File: config.mk
export PLATFORM = sky130hd
export DESIGN_NAME = hit_delay_filter
export DESIGN_NICKNAME = d
export VERILOG_FILES = /design/src/rtl/hdf_pkg.sv /design/src/rtl/hdf_sync.sv /design/src/rtl/hdf_cell.sv /design/src/rtl/hit_delay_filter.sv
export SDC_FILE = /design/constraint.sdc
export NUM_CORES = 1
export LEC_CHECK = 0
export ABC_AREA = 1
export BUFFER_PORTS_ARGS = -buffer_cell sky130_fd_sc_hd__clkbuf_2
export CAP_MARGIN = 20
export CELL_PAD_IN_SITES_DETAIL_PLACEMENT = 1
export CELL_PAD_IN_SITES_GLOBAL_PLACEMENT = 1
export CORE_MARGIN = 4
export CORE_UTILIZATION = 44
export DETAILED_ROUTE_END_ITERATION = 6
export PLACE_DENSITY = 0.76
export SYNTH_ARGS = -nofsm -noshare
export SYNTH_HDL_FRONTEND = slang
export SYNTH_SLANG_ARGS = --single-unit
File: constraint.sdc
create_clock -name clk -period 1.55 [get_ports clk]
set_clock_uncertainty 0.05 [all_clocks]
set_input_delay 0.0775 -clock clk [delete_from_list [all_inputs] [get_ports clk]]
set_output_delay 0.0775 -clock clk [all_outputs]
set_load 0.03 [all_outputs]
File: src/rtl/hdf_pkg.sv
package hdf_pkg;
    typedef enum logic [1:0] {
        ST_IDLE  = 2'd0,
        ST_DELAY = 2'd1,
        ST_PULSE = 2'd2
    } cell_state_e;
endpackage

File: src/rtl/hdf_sync.sv
module hdf_sync #(
    parameter int STAGES = 2
) (
    input  logic clk,
    input  logic rst_n,
    input  logic async_i,
    output logic rise_o
);
    logic [STAGES-1:0] sync_q;
    logic              last_q;

    genvar g;
    generate
        for (g = 0; g < STAGES; g++) begin : g_stage
            if (g == 0) begin : g_first
                always_ff @(posedge clk or negedge rst_n) begin
                    if (!rst_n) sync_q[g] <= 1'b0;
                    else        sync_q[g] <= async_i;
                end
            end else begin : g_next
                always_ff @(posedge clk or negedge rst_n) begin
                    if (!rst_n) sync_q[g] <= 1'b0;
                    else        sync_q[g] <= sync_q[g-1];
                end
            end
        end
    endgenerate

    always_ff @(posedge clk or negedge rst_n) begin
        if (!rst_n) last_q <= 1'b0;
        else        last_q <= sync_q[STAGES-1];
    end

    assign rise_o = sync_q[STAGES-1] & ~last_q;

    AST_RISE_SINGLE: assert property (@(posedge clk) disable iff (!rst_n)
        rise_o |=> !rise_o);
endmodule

File: src/rtl/hdf_cell.sv
module hdf_cell
    import hdf_pkg::*;
#(
    parameter int DELAY_CYC = 64,
    parameter int PULSE_CYC = 4,
    parameter bit RETRIG    = 1'b0
) (
    input  logic clk,
    input  logic rst_n,
    input  logic start_i,
    output logic busy_o,
    output logic pulse_o
);
    localparam int MAXC = (DELAY_CYC > PULSE_CYC) ? DELAY_CYC : PULSE_CYC;
    localparam int CW   = $clog2(MAXC + 1);
    localparam logic [CW-1:0] DLY_LAST = CW'(DELAY_CYC - 1);
    localparam logic [CW-1:0] WID_LAST = CW'(PULSE_CYC - 1);

    cell_state_e    state_q, state_d;
    logic [CW-1:0]  cnt_q, cnt_d;

    always_comb begin
        state_d = state_q;
        cnt_d   = cnt_q;
        unique case (state_q)
            ST_IDLE: begin
                if (start_i) begin
                    state_d = ST_DELAY;
                    cnt_d   = '0;
                end
            end
            ST_DELAY: begin
                if (RETRIG && start_i) begin
                    cnt_d = '0;
                end else if (cnt_q == DLY_LAST) begin
                    state_d = ST_PULSE;
                    cnt_d   = '0;
                end else begin
                    cnt_d = cnt_q + 1'b1;
                end
            end
            ST_PULSE: begin
                if (cnt_q == WID_LAST) begin
                    state_d = ST_IDLE;
                    cnt_d   = '0;
                end else begin
                    cnt_d = cnt_q + 1'b1;
                end
            end
            default: begin
                state_d = ST_IDLE;
                cnt_d   = '0;
            end
        endcase
    end

    always_ff @(posedge clk or negedge rst_n) begin
        if (!rst_n) begin
            state_q <= ST_IDLE;
            cnt_q   <= '0;
        end else begin
            state_q <= state_d;
            cnt_q   <= cnt_d;
        end
    end

    always_comb begin
        busy_o  = (state_q != ST_IDLE);
        pulse_o = (state_q == ST_PULSE);
    end

    AST_CNT_RANGE: assert property (@(posedge clk) disable iff (!rst_n)
        (state_q == ST_PULSE) |-> (cnt_q <= WID_LAST));
    AST_PULSE_FROM_DELAY: assert property (@(posedge clk) disable iff (!rst_n)
        $rose(pulse_o) |-> ($past(state_q) == ST_DELAY));

    generate
        if (RETRIG) begin : g_retrig
            AST_RESTART: assert property (@(posedge clk) disable iff (!rst_n)
                (state_q == ST_DELAY && start_i) |=> (state_q == ST_DELAY && cnt_q == '0));
        end else begin : g_noretrig
            AST_STEADY_COUNT: assert property (@(posedge clk) disable iff (!rst_n)
                (state_q == ST_DELAY && cnt_q != DLY_LAST) |=>
                (state_q == ST_DELAY && cnt_q == $past(cnt_q) + 1'b1));
        end
    endgenerate
endmodule

File: src/rtl/hit_delay_filter.sv
module hit_delay_filter #(
    parameter int DELAY_CYC   = 64,
    parameter int PULSE_CYC   = 4,
    parameter int SYNC_STAGES = 2
) (
    input  logic clk,
    input  logic rst_n,
    input  logic hit_i,
    output logic pulse_o,
    output logic first_busy_o,
    output logic last_busy_o
);
    logic rise_w;
    logic first_start, last_start;
    logic first_pulse, last_pulse;

    hdf_sync #(.STAGES(SYNC_STAGES)) u_sync (
        .clk    (clk),
        .rst_n  (rst_n),
        .async_i(hit_i),
        .rise_o (rise_w)
    );

    assign first_start = rise_w & ~first_busy_o;
    assign last_start  = rise_w &  first_busy_o;

    hdf_cell #(.DELAY_CYC(DELAY_CYC), .PULSE_CYC(PULSE_CYC), .RETRIG(1'b0)) u_first (
        .clk    (clk),
        .rst_n  (rst_n),
        .start_i(first_start),
        .busy_o (first_busy_o),
        .pulse_o(first_pulse)
    );

    hdf_cell #(.DELAY_CYC(DELAY_CYC), .PULSE_CYC(PULSE_CYC), .RETRIG(1'b1)) u_last (
        .clk    (clk),
        .rst_n  (rst_n),
        .start_i(last_start),
        .busy_o (last_busy_o),
        .pulse_o(last_pulse)
    );

    assign pulse_o = first_pulse | last_pulse;

    AST_IDLE_CAPTURE: assert property (@(posedge clk) disable iff (!rst_n)
        (rise_w && !first_busy_o) |=> first_busy_o);
    AST_NO_IDLE_PULSE: assert property (@(posedge clk) disable iff (!rst_n)
        pulse_o |-> (first_busy_o || last_busy_o));
endmodule

==> impl_summary.md <==
Flow run
Across the run, the number of max-cap violations was 0.

Logic synthesis
Of the post-synthesis cell area, the part taken by muxes is 0.788%. Each instance of the synthesized netlist takes up on average 7.56 um2. Summing the areas of all compound-gate instances in the mapped netlist gives 4.24% of the synthesized area. The cell count after synthesis is 168. The mapped netlist covers 1270 um2. The sequential cell area fraction in the yosys report is 41.4%. The flop and latch count out of synthesis is 21. Summing the areas of all fa, ha and maj instances in the mapped netlist gives 7.88% of the synthesized area. The count of different cell masters after synthesis is 21. The count of synthesis-stage warnings from yosys is 0. The net count after synthesis is 179. The synthesized netlist devotes 36.5% of its cell area to simple gates. By area, the combinational part of the netlist is dominated by simple AND/OR/NAND/NOR gates. Of the total synthesized cell area, the portion taken by XOR and XNOR cells is 2.76%.

Final layout
The layout overhead on the synthesized area is 22.9%. The post-layout net count is 201. The non-filler instance count after layout is 220. The antenna cell count is 0. The share of final-layout standard cells stronger than drive strength 1 is 25.9%.

The filler cells instantiated in the layout total 347. The end-of-flow core utilization is 56.6%.

STA
The setup TNS after final layout is 0 ns. The number of failing setup endpoints in the final timing report is 0. Subtracting the final worst setup slack from the clock period gives 1.51 ns. The final hold violation count came to 0. The worst max-slew margin expressed relative to the limit is 65.1%. The highest clock frequency the design can meet is 661 MHz. For the pin with the worst max-slew slack, the measured transition is 0.523 ns. Setup repair after global routing could not meet its margin everywhere. After layout, the worst path uses 97.6% of the clock period. The final max-slew violation count is 0.

Routing
The remaining number of nets flagged by the antenna check after routing is 0. The routed wire length per instance is 14.6 um. The mean number of vias per cell is 5.25. The initial detailed-routing violation count is 30. For this block, the via count after detailed routing is 1155. For this run, design rule violations remaining after detail routing come to 0.

The first detailed-routing pass ran for 4 iterations. The final layout contains routed wiring with a total length of 3.22 mm.

Clock tree
The source-to-sink clock delay at the later pin of the worst-skew pair is 0.30 ns. In this run the number of H-tree levels came out at 1. The number of sinks driven by the clock tree is 21. The number of clock buffers inserted by TritonCTS is 3. The clock root buffer is sky130_fd_sc_hd__clkbuf_4.

TritonCTS built the clock tree. The clock passes through at most 2 buffers. The clock transition at the register clock pins on the worst setup and hold paths after CTS is 0.12 ns.

Floorplanning
Once the floorplan was initialized, standard cells occupied 46.1% of the core. The die outline area is 3810 um2. The width of the die is 61.7 um. The standard-cell row count is 19. After floorplanning, the core was sized to cover 2760 um2. The die is 61.7 um tall. The boundary pin count is 6.

Power
The leakage power summed over all cells is 0.765 nW. Power comes to 2.48 mW. In this run the power density over the cells is 1590 nW/um2. The maximum ir drop on the vdd rail is 0.00123 V.

Setup path
The setup check on the worst reg-to-reg path leaves a slack of 0.04 ns. At the worst endpoint, the arrival time is 1.70 ns. The kind of capture point of the worst setup path is a flop. The cell count of the worst reg-to-reg path is 9. The worst setup path is launched from a flop. In this run the worst path has a maximum fanout of 6. The critical path data required time is 1.74 ns. The critical path is of the reg -> reg type.

Worst hold path
The type of the worst min-delay path is in -> async.

Placed design
Detailed placement finished with a half-perimeter wire length of 2.22 mm. Port buffering added 5 buffers. The number of placed instances, taps included, is 205. At the end of routability-driven placement, the weighted congestion stood at 0.855.

Outcome
The flow ran to the end, and the final reports show no timing, DRC or antenna violations.

Global route
Entering global routing, the biggest net connects 22 pins. Global routing used 19.0% of the available tracks. The number of antenna violations at the first check in global routing is 0. The via count of the first global-routing pass came to 1152.

Summed over all layers, the global routing overflow is 0. The first-pass GRT wire length is 5.36 mm.
==> power breakdown <==
part,internal (mW),leakage (nW),total (mW),switching [mW]
clock,0.100,0.0150,0.275,0.175
combinational,0.597,0.470,1.51,0.910
sequential,0.627,0.280,0.701,0.0741
total,1.32,0.765,2.48,1.16
==> kinds of logic after synthesis <==
logic type	after synthesis
simple gates	102
fa+ha+maj	8
xor+xnor	4
mux	1
flops	21
buf+inv	22
compound gates	10
==> cell usage after synthesis <==
cell | count | area share, %
sky130_fd_sc_hd__nand2_1 | 55 | 16
sky130_fd_sc_hd__dfrtp_1 | 21 | 41
sky130_fd_sc_hd__nand3_1 | 19 | 7.5
sky130_fd_sc_hd__inv_1 | 16 | 4.7
sky130_fd_sc_hd__nor2_1 | 13 | 3.8
sky130_fd_sc_hd__ha_1 | 8 | 7.9
sky130_fd_sc_hd__inv_2 | 6 | 1.8
sky130_fd_sc_hd__nand4_1 | 5 | 2.5
sky130_fd_sc_hd__a21oi_1 | 4 | 1.6
sky130_fd_sc_hd__o21ai_1 | 4 | 1.6
sky130_fd_sc_hd__nand2_2 | 3 | 1.5
sky130_fd_sc_hd__xor2_1 | 3 | 2.1
sky130_fd_sc_hd__nor2_2 | 2 | 0.99
sky130_fd_sc_hd__nor2_4 | 2 | 1.8
sky130_fd_sc_hd__mux2i_1 | 1 | 0.79
sky130_fd_sc_hd__nand2_4 | 1 | 0.89
sky130_fd_sc_hd__nand3_2 | 1 | 0.79
sky130_fd_sc_hd__o21ai_0 | 1 | 0.39
sky130_fd_sc_hd__o21ai_2 | 1 | 0.69
sky130_fd_sc_hd__or2_2 | 1 | 0.49
sky130_fd_sc_hd__xnor2_1 | 1 | 0.69
==> layer usage <==
layer	GRT usage, %	wire length, um	share of wire, %
met5	0	0	0
met1	27.2	1520	47
met4	3.64	14	0.43
met3	1.86	61	1.9
met2	31.4	1630	51
==> per-stage QoR <==
stage,setup slack [ns],instance area (um2),hold slack [ns]
3_5_place_dp,-0.0491,1340,0.0297
5_1_grt,-0.0689,1560,0.244
3_3_place_gp,0.0618,1340,0.0304
4_1_cts,0.00427,1450,0.231
2_1_floorplan,0.0291,1270,-0.268
6_report,0.0369,1560,0.215
==> sequential cells by signal, indices dropped and copies added (netlist names) <==
name,flops
u_last.cnt_q,7
u_first.cnt_q,7
u_sync.sync_q,2
u_first.state_q,2
u_last.state_q,2
u_sync.last_q,1
==> path summary, 6_finish.rpt <==
path	start	endpoint
setup / recovery	u_first.cnt_q[0]$_DFFE_PN0P_	u_first.state_q[0]$_DFFE_PN0P_
setup reg to reg	u_first.cnt_q[0]$_DFFE_PN0P_	u_first.state_q[0]$_DFFE_PN0P_
max in group asynchronous	rst_n	u_sync.sync_q[1]$_DFF_PN0_
hold reg to reg	u_sync.sync_q[0]$_DFF_PN0_	u_sync.sync_q[1]$_DFF_PN0_
hold / removal	rst_n	u_first.cnt_q[6]$_DFFE_PN0P_
min in group clk	u_sync.sync_q[0]$_DFF_PN0_	u_sync.sync_q[1]$_DFF_PN0_
==> layout by cell type, fill, tap and decap left out, drive strengths merged, types with 2 or more instances in the layout <==
cell,netlist,layout
nand2,59,59
o21ai,6,6
ha,8,8
nand4,5,5
clkbuf,0,8
dfrtp,21,21
dlygate4sd3,0,2
buf,0,11
nand3,20,20
xor2,3,3
inv,22,22
nor2,17,17
a21oi,4,4
==> area by class of cell <==
class | count | area (um2) | share of cell area, %
clock buffer | 4 | 26.3 | 1.68
inverter | 22 | 82.6 | 5.29
tap | 31 | 38.8 | 2.49
multi-input combinational | 125 | 753 | 48.3
timing repair buffer | 17 | 134 | 8.58
sequential | 21 | 526 | 33.7
==> critical path, stage by stage (launching register included) <==
cell                      delay (ns)
sky130_fd_sc_hd__dfrtp_1        0.41
sky130_fd_sc_hd__ha_2           0.22
sky130_fd_sc_hd__nand2_2        0.07
sky130_fd_sc_hd__nor2_4         0.14
sky130_fd_sc_hd__nand2_2        0.08
sky130_fd_sc_hd__nand2_2        0.08
sky130_fd_sc_hd__nand2_4        0.08
sky130_fd_sc_hd__nor2_4         0.16
sky130_fd_sc_hd__nand2_1        0.08
sky130_fd_sc_hd__o21ai_1        0.08
==> repair_timing <==
action / CTS / global route
pin swaps: 1 / 9
endpoints found under the hold margin: 22 / 0
setup endpoints to repair: 8 / 17
setup buffers: 3 / 6
gates resized for setup: 7 / 20
hold buffers: 2 / 0
No activity file was read; power rests on OpenSTA's default activity.
